--- src/rtl/eag_pkg.sv ---
package eag_pkg;
  localparam int ADDR_W       = 32;
  localparam int NARROW_W     = 16;
  localparam int SHORT_DISP_W = 8;
  localparam int NUM_REGS     = 8;
  localparam int SCALE_W      = 2;
  localparam int SP_CODE      = 4;
  localparam int NB_BASE_A    = 3;
  localparam int NB_BASE_B    = 5;
  localparam int NB_IDX_A     = 6;
  localparam int NB_IDX_B     = 7;

  typedef enum logic {MODE_NARROW = 1'b0, MODE_WIDE = 1'b1} addr_mode_e;
  typedef enum logic {COMB_ADD = 1'b0, COMB_OR = 1'b1} comb_op_e;
endpackage

--- src/rtl/eag_legal.sv ---
module eag_legal #(
  parameter int RIW    = 3,
  parameter int SP     = 4,
  parameter int BASE_A = 3,
  parameter int BASE_B = 5,
  parameter int IDX_A  = 6,
  parameter int IDX_B  = 7
) (
  input  eag_pkg::addr_mode_e mode,
  input  logic                base_en,
  input  logic                idx_en,
  input  logic [RIW-1:0]      base_sel,
  input  logic [RIW-1:0]      idx_sel,
  output logic                illegal
);
  localparam logic [RIW-1:0] SP_C = RIW'(SP);
  localparam logic [RIW-1:0] BA_C = RIW'(BASE_A);
  localparam logic [RIW-1:0] BB_C = RIW'(BASE_B);
  localparam logic [RIW-1:0] IA_C = RIW'(IDX_A);
  localparam logic [RIW-1:0] IB_C = RIW'(IDX_B);

  logic base_bpair, base_ipair, idx_bpair, idx_ipair;
  logic wide_bad, narrow_bad;

  // membership of each select in the two fixed narrow-scheme pairs
  assign base_bpair = (base_sel == BA_C) || (base_sel == BB_C);
  assign base_ipair = (base_sel == IA_C) || (base_sel == IB_C);
  assign idx_bpair  = (idx_sel == BA_C) || (idx_sel == BB_C);
  assign idx_ipair  = (idx_sel == IA_C) || (idx_sel == IB_C);

  always_comb begin
    wide_bad = idx_en && (idx_sel == SP_C);
    unique case ({base_en, idx_en})
      2'b11:   narrow_bad = !(base_bpair && idx_ipair);
      2'b10:   narrow_bad = !(base_bpair || base_ipair);
      2'b01:   narrow_bad = !(idx_bpair || idx_ipair);
      default: narrow_bad = 1'b0;
    endcase
    illegal = (mode == eag_pkg::MODE_WIDE) ? wide_bad : narrow_bad;
  end
endmodule

--- src/rtl/eag_terms.sv ---
module eag_terms #(
  parameter int AW  = 32,
  parameter int SDW = 8,
  parameter int SCW = 2
) (
  input  eag_pkg::addr_mode_e mode,
  input  logic                base_en,
  input  logic                idx_en,
  input  logic                disp_wide,
  input  logic [SCW-1:0]      scale_sh,
  input  logic [AW-1:0]       base_val,
  input  logic [AW-1:0]       idx_val,
  input  logic [AW-1:0]       disp,
  output logic [AW-1:0]       base_term,
  output logic [AW-1:0]       idx_term,
  output logic [AW-1:0]       disp_term
);
  localparam int NSC = 1 << SCW;

  logic [AW-1:0]  scaled [NSC];
  logic [SCW-1:0] eff_sh;
  logic [AW-1:0]  disp_short;

  // one pre-shifted copy of the index per scale step
  for (genvar s = 0; s < NSC; s++) begin : g_scale
    assign scaled[s] = idx_val << s;
  end

  // scaling only exists in the wide scheme
  assign eff_sh    = (mode == eag_pkg::MODE_WIDE) ? scale_sh : '0;
  assign idx_term  = idx_en ? scaled[eff_sh] : '0;
  assign base_term = base_en ? base_val : '0;

  if (SDW < AW) begin : g_sext
    assign disp_short = {{(AW-SDW){disp[SDW-1]}}, disp[SDW-1:0]};
  end else begin : g_full
    assign disp_short = disp;
  end

  assign disp_term = disp_wide ? disp : disp_short;
endmodule

--- src/rtl/eag_combine.sv ---
module eag_combine #(
  parameter int AW = 32,
  parameter int NW = 16
) (
  input  eag_pkg::comb_op_e   op,
  input  eag_pkg::addr_mode_e mode,
  input  logic                illegal,
  input  logic [AW-1:0]       base_term,
  input  logic [AW-1:0]       idx_term,
  input  logic [AW-1:0]       disp_term,
  output logic [AW-1:0]       addr
);
  logic [AW-1:0] merged, total, narrow_mask;

  if (NW < AW) begin : g_mask
    assign narrow_mask = {{(AW-NW){1'b0}}, {NW{1'b1}}};
  end else begin : g_nomask
    assign narrow_mask = '1;
  end

  always_comb begin
    merged = (op == eag_pkg::COMB_OR) ? (base_term | idx_term)
                                      : (base_term + idx_term);
    total  = merged + disp_term;
    if (illegal)
      addr = '0;
    else if (mode == eag_pkg::MODE_WIDE)
      addr = total;
    else
      addr = total & narrow_mask;
  end
endmodule

--- src/rtl/eag_outreg.sv ---
module eag_outreg #(
  parameter int W = 33
) (
  input  logic         clk,
  input  logic         rst_n,
  input  logic         in_valid,
  output logic         in_ready,
  input  logic [W-1:0] in_data,
  output logic         out_valid,
  input  logic         out_ready,
  output logic [W-1:0] out_data
);
  logic take;

  assign in_ready = !out_valid || out_ready;
  assign take     = in_valid && in_ready;

  always_ff @(posedge clk or negedge rst_n) begin
    if (!rst_n) begin
      out_valid <= 1'b0;
      out_data  <= '0;
    end else if (take) begin
      out_valid <= 1'b1;
      out_data  <= in_data;
    end else if (out_ready) begin
      out_valid <= 1'b0;
    end
  end

  AST_RESULT_NEXT_CYCLE: assert property (@(posedge clk) disable iff (!rst_n)
    take |=> out_valid);
  AST_HOLD_WHILE_STALLED: assert property (@(posedge clk) disable iff (!rst_n)
    (out_valid && !out_ready) |=> (out_valid && $stable(out_data)));
  AST_READY_WHEN_EMPTY: assert property (@(posedge clk) disable iff (!rst_n)
    !out_valid |-> in_ready);
endmodule

--- src/rtl/eag_top.sv ---
module eag_top #(
  parameter int AW       = eag_pkg::ADDR_W,
  parameter int NW       = eag_pkg::NARROW_W,
  parameter int SDW      = eag_pkg::SHORT_DISP_W,
  parameter int NREGS    = eag_pkg::NUM_REGS,
  parameter int SCW      = eag_pkg::SCALE_W,
  parameter int SP       = eag_pkg::SP_CODE,
  parameter int BASE_A   = eag_pkg::NB_BASE_A,
  parameter int BASE_B   = eag_pkg::NB_BASE_B,
  parameter int IDX_A    = eag_pkg::NB_IDX_A,
  parameter int IDX_B    = eag_pkg::NB_IDX_B,
  localparam int RIW     = $clog2(NREGS)
) (
  input  logic           clk,
  input  logic           rst_n,
  input  logic           in_valid,
  output logic           in_ready,
  input  logic           mode_wide,
  input  logic           or_combine,
  input  logic           base_en,
  input  logic [RIW-1:0] base_sel,
  input  logic           idx_en,
  input  logic [RIW-1:0] idx_sel,
  input  logic [SCW-1:0] scale_sh,
  input  logic [AW-1:0]  disp,
  input  logic           disp_wide,
  output logic [RIW-1:0] rf_base_sel,
  output logic [RIW-1:0] rf_idx_sel,
  input  logic [AW-1:0]  rf_base_val,
  input  logic [AW-1:0]  rf_idx_val,
  output logic           out_valid,
  input  logic           out_ready,
  output logic [AW-1:0]  out_addr,
  output logic           out_illegal
);
  localparam logic [RIW-1:0] SP_C = RIW'(SP);
  localparam logic [RIW-1:0] BA_C = RIW'(BASE_A);
  localparam logic [RIW-1:0] BB_C = RIW'(BASE_B);

  eag_pkg::addr_mode_e mode;
  eag_pkg::comb_op_e   op;
  logic                illegal;
  logic [AW-1:0]       base_term, idx_term, disp_term, addr_c;
  logic [AW:0]         out_payload;
  logic                in_fire;

  assign mode        = eag_pkg::addr_mode_e'(mode_wide);
  assign op          = eag_pkg::comb_op_e'(or_combine);
  assign rf_base_sel = base_sel;
  assign rf_idx_sel  = idx_sel;
  assign in_fire     = in_valid && in_ready;

  eag_legal #(.RIW(RIW), .SP(SP), .BASE_A(BASE_A), .BASE_B(BASE_B),
              .IDX_A(IDX_A), .IDX_B(IDX_B)) u_legal (
    .mode(mode), .base_en(base_en), .idx_en(idx_en),
    .base_sel(base_sel), .idx_sel(idx_sel), .illegal(illegal));

  eag_terms #(.AW(AW), .SDW(SDW), .SCW(SCW)) u_terms (
    .mode(mode), .base_en(base_en), .idx_en(idx_en), .disp_wide(disp_wide),
    .scale_sh(scale_sh), .base_val(rf_base_val), .idx_val(rf_idx_val),
    .disp(disp), .base_term(base_term), .idx_term(idx_term),
    .disp_term(disp_term));

  eag_combine #(.AW(AW), .NW(NW)) u_combine (
    .op(op), .mode(mode), .illegal(illegal), .base_term(base_term),
    .idx_term(idx_term), .disp_term(disp_term), .addr(addr_c));

  eag_outreg #(.W(AW+1)) u_out (
    .clk(clk), .rst_n(rst_n), .in_valid(in_valid), .in_ready(in_ready),
    .in_data({illegal, addr_c}), .out_valid(out_valid),
    .out_ready(out_ready), .out_data(out_payload));

  assign out_illegal = out_payload[AW];
  assign out_addr    = out_payload[AW-1:0];

  AST_SP_INDEX_ILLEGAL: assert property (@(posedge clk) disable iff (!rst_n)
    (in_fire && mode_wide && idx_en && idx_sel == SP_C)
      |=> (out_illegal && out_addr == '0));
  AST_NARROW_BAD_BASE: assert property (@(posedge clk) disable iff (!rst_n)
    (in_fire && !mode_wide && base_en && idx_en &&
     !(base_sel == BA_C || base_sel == BB_C)) |=> out_illegal);
  AST_ILLEGAL_ADDR_ZERO: assert property (@(posedge clk) disable iff (!rst_n)
    (out_valid && out_illegal) |-> (out_addr == '0));
  AST_NARROW_UPPER_ZERO: assert property (@(posedge clk) disable iff (!rst_n)
    (in_fire && !mode_wide) |=> (out_addr[AW-1:NW] == '0));
endmodule

--- config.mk ---
export PLATFORM = sky130hd
export DESIGN_NAME = eag_top
export DESIGN_NICKNAME = d
export VERILOG_FILES = /design/src/rtl/eag_pkg.sv /design/src/rtl/eag_legal.sv /design/src/rtl/eag_terms.sv /design/src/rtl/eag_combine.sv /design/src/rtl/eag_outreg.sv /design/src/rtl/eag_top.sv
export SDC_FILE = /design/constraint.sdc
export NUM_CORES = 1
export LEC_CHECK = 0
export BUFFER_PORTS_ARGS = -buffer_cell sky130_fd_sc_hd__buf_2
export CAP_MARGIN = 20
export CORE_ASPECT_RATIO = 0.7
export CORE_MARGIN = 2
export CORE_UTILIZATION = 50
export CTS_CLUSTER_DIAMETER = 80
export DETAILED_ROUTE_END_ITERATION = 12
export PLACE_DENSITY_LB_ADDON = 0.2
export SLEW_MARGIN = 15
export SYNTH_ARGS = -nofsm -noshare
export SYNTH_HDL_FRONTEND = slang
export SYNTH_HIERARCHICAL = 1
export SYNTH_SLANG_ARGS = --single-unit
--- constraint.sdc ---
create_clock -name clk -period 1.25 [get_ports clk]
set_input_delay 0.0625 -clock clk [delete_from_list [all_inputs] [get_ports clk]]
set_output_delay 0.0625 -clock clk [all_outputs]
set_load 0.005 [all_outputs]
==> key figures <==
Outcome
  – Status: finished with violations
  – Failing checks: setup timing

Synth
  – FF+latch count, synth: 34
  – Syn. warnings: 6
  – Synth Area in Compound Gates: 22.4%
  – Synthesized area: 0.00703 mm^2
  – Asr flop ratio synth: 100%
  – Largest family of logic cells by synthesized area: compound AO/OA/AOI/OAI gates
  – Synthesized area per cell: 7.71 um^2
  – Syn Nets: 1,123
  – Adder-Cell Fraction of Synth Area: 17.8%
  – Register area share after synthesis: 12.1%
  – Synth Area in XOR/XNOR: 5.48%
  – Multiplexer area fraction after synthesis: 13.0%
  – Synth Area in Simple Gates: 20.3%
  – Synthesized instance count: 912
  – Synth unique cells: 81
  – Top_reg_cell synth: dfrtp_1
  – EDFF count, synth: 0

Detailed routing
  – DR WL/cell: 17.9 um
  – Final WL: 27,300 um
  – Final antenna-violating net count: 0
  – DRT Pass-1 Iters: 5
  – Via Count: 8,629
  – DR iter-0 viols: 506
  – Detailed-route DRC error count: 0
  – Vias per cell: 5.67

Layout
  – Most common cell after layout, fill and taps aside: buf_4
  – Area growth syn-to-layout: 62.2%
  – Fillers: 867
  – Ratio of cells with drive above 1 in the final layout: 50.6%
  – # diodes: 0
  – Nets: 1,543
  – Most frequent cells in the layout: buf_4, buf_2, nand2_1
  – Design Area, Final: 0.0114 mm^2

Setup path
  – Critical Path AT: 4.90 ns
  – Startpoint types: input port
  – Critical Path End Type: register
  – Crit Path Max Fanout: 6
  – Kind of critical path: input port to register
  – Critical Path RT: 1.41 ns

Pwr
  – Net Sw Frac: 41.0%
  – P per Cell Area: 934 mW/mm^2
  – Clock Power Share: 12.0%
  – Combinational Power Share: 72.5%
  – LEAKAGE: 5.85 nW
  – Register share of total power: 15.5%
  – Internal: 0.00629 W
  – Net load switching power: 0.00436 W
  – Worst vdd ir: 0.717 mV

Clock network
  – Longest Clk Path Bufs: 2
  – Root buffer cell: clkbuf_16
  – CTS tree: done
  – Clk sinks: 34
  – Reg clk slew, reported paths: 0.05 ns
  – CTS H-tree depth: 2
  – Worst-Skew Late Latency: 0.28 ns
  – CTS Buf Count: 5

GRT
  – Vias in the first global route: 8,143
  – Largest net degree at the start of global routing: 35
  – Initial antenna violation count: 0
  – Global-route wire length before repair: 39,800 um
  – Total gr overflow: 0
  – Gr usage total: 32.3%

Floorplanning
  – DIE WIDTH: 146 um
  – Core Area: 0.0138 mm^2
  – Rows: 36
  – Full die area: 0.0150 mm^2
  – Io pins: 154
  – Die Ht: 103 um
  – Initial Util: 50.8%

Placement
  – HPWL after detailed placement: 18,400 um
  – Pre-CTS WS: -3.80 ns
  – GPL Wtd Cong: 0.963
  – Port Buf Inserts: 153
  – Dpl cell area: 0.00998 mm^2

Job
  – Max-Cap Viols: 0

STA
  – Setup WS post-layout: -3.49 ns
  – RSZ-0062 raised after global routing: yes
  – Min cycle time layout: 4.74 ns
  – Relative slew slack: 69.3%
  – Slew @ Worst Pin: 0.461 ns
  – Final setup fails: 32
  – Skew final: 0.00842 ns
  – Pins Over Slew Limit: 0
  – Final hold viol count: 0
  – FMAX: 0.211 GHz
  – Fin crit share: 379%

Hold path
  – Hold Crit Class: input port to register
[layout make-up]
cell class                 count  area [um^2]  area share [%]
sequential                    34          851            7.47
multi-input combinational    749         6610            58.0
timing repair buffer         460         3240            28.5
tap                          190          238            2.09
clock buffer                   6          139            1.22
inverter                      82          308            2.70
clock inverter                 2         12.5           0.110
[Yosys cell counts, types with 11 or more instances]
cell	number	area share, %
clkbuf_1	19	1.0
nand3_1	12	0.85
and2_1	36	3.2
ha_1	96	17
nand2b_1	12	1.1
o21ai_0	40	2.8
o22ai_1	32	2.8
dfrtp_1	34	12
a21oi_1	72	5.1
mux2_4	30	6.4
xnor2_1	20	2.5
xor2_1	24	3.0
buf_4	14	1.5
mux2i_1	43	6.1
a21o_1	19	2.0
a211oi_1	11	1.2
nand2_1	95	5.1
nor2_1	75	4.0
inv_1	81	4.3
nor3_1	11	0.78
[per-layer routing]
metal,vias up,GRT usage [%],share of wire (%)
met3,90,5.53,6.8
met1,4107,41.5,42
met4,0,7.09,3.6
li1,4041,-,-
met5,-,0,0
met2,391,57.9,48
[metrics by stage]
stage	setup TNS [ns]	std cells	util [%]	hold slack, ns	power (W)
3_5_place_dp	-95.38	1475	72.2	0.123	0.00793
4_1_cts	-82.58	1515	79.7	0.0118	0.00993
6_report	-93.98	1523	82.4	0.0144	0.0106
5_1_grt	-96.95	1523	82.4	0.0355	0.0113
3_3_place_gp	-93.09	1475	72.2	0.113	0.00781
2_1_floorplan	-73.41	912	-	-0.233	0.00528
[path summary, 6_finish.rpt]
path	endpoint	depth (start not counted)	start	slack, ns
min in group asynchronous	u_out/out_data[5]	3	rst_n	0.35
worst min-delay path	u_out/out_valid	2	in_valid	0.01
worst min register to register	u_out/out_data[2]	1	u_out/out_data[2]	0.50
worst max-delay path	u_out/out_data[20]	28	mode_wide	-3.49
max in group asynchronous	u_out/out_data[20]	3	rst_n	0.56
worst max register to register	u_out/out_data[8]	4	u_out/out_valid	0.02
[sequential cells by signal, summed over array words and instances, names as in the netlist]
| name | count |
|---|---|
| u_out/out_valid | 1 |
| u_out/out_data | 33 |
[power groups by stage]
| stage | clock network, W | logic [W] | registers (W) |
|---|---|---|---|
| 2_1_floorplan | 0 | 0.00360 | 0.00168 |
| 3_3_place_gp | 0 | 0.00615 | 0.00166 |
| 3_5_place_dp | 0 | 0.00626 | 0.00167 |
| 4_1_cts | 0.00129 | 0.00698 | 0.00166 |
| 5_1_grt | 0.00133 | 0.00825 | 0.00170 |
| 6_report | 0.00128 | 0.00772 | 0.00166 |
[critical path: stages]
cell      delay (ns)
buf_12          0.13
nand2_2         0.15
nand2_2         0.15
o22ai_2         0.34
inv_1           0.10
ha_1            0.34
o21ai_2         0.12
o21bai_2        0.11
a21o_1          0.23
a21o_1          0.20
a21oi_2         0.19
nor2b_2         0.07
nor3_2          0.15
xor2_1          0.19
mux2i_1         0.12
ha_1            0.35
a21oi_2         0.22
nor2_1          0.10
a211oi_2        0.23
nand2_1         0.15
nor3_4          0.25
buf_6           0.15
o31ai_4         0.08
buf_4           0.14
buf_6           0.11
xnor2_2         0.13
nor2_1          0.05
mux2_4          0.26
[repair_timing]
| action | CTS | global route |
|---|---|---|
| hold endpoints to repair | 34 | 0 |
| setup endpoints to repair | 33 | 33 |
| gates cloned | 2 | 0 |
| pin swaps | 41 | 51 |
| hold buffers | 1 | 0 |
| gates resized for setup | 128 | 67 |
| buffers inserted | 30 | 11 |
[cell families (layout without fill, tap and decap cells)]
kind of cell,after synthesis,in the layout
mux,76,76
flops,34,34
xor+xnor,44,44
compound gates,239,239
fa+ha+maj,99,99
buf+inv,131,550
simple gates,289,291
(Power assumes the default switching activity.)
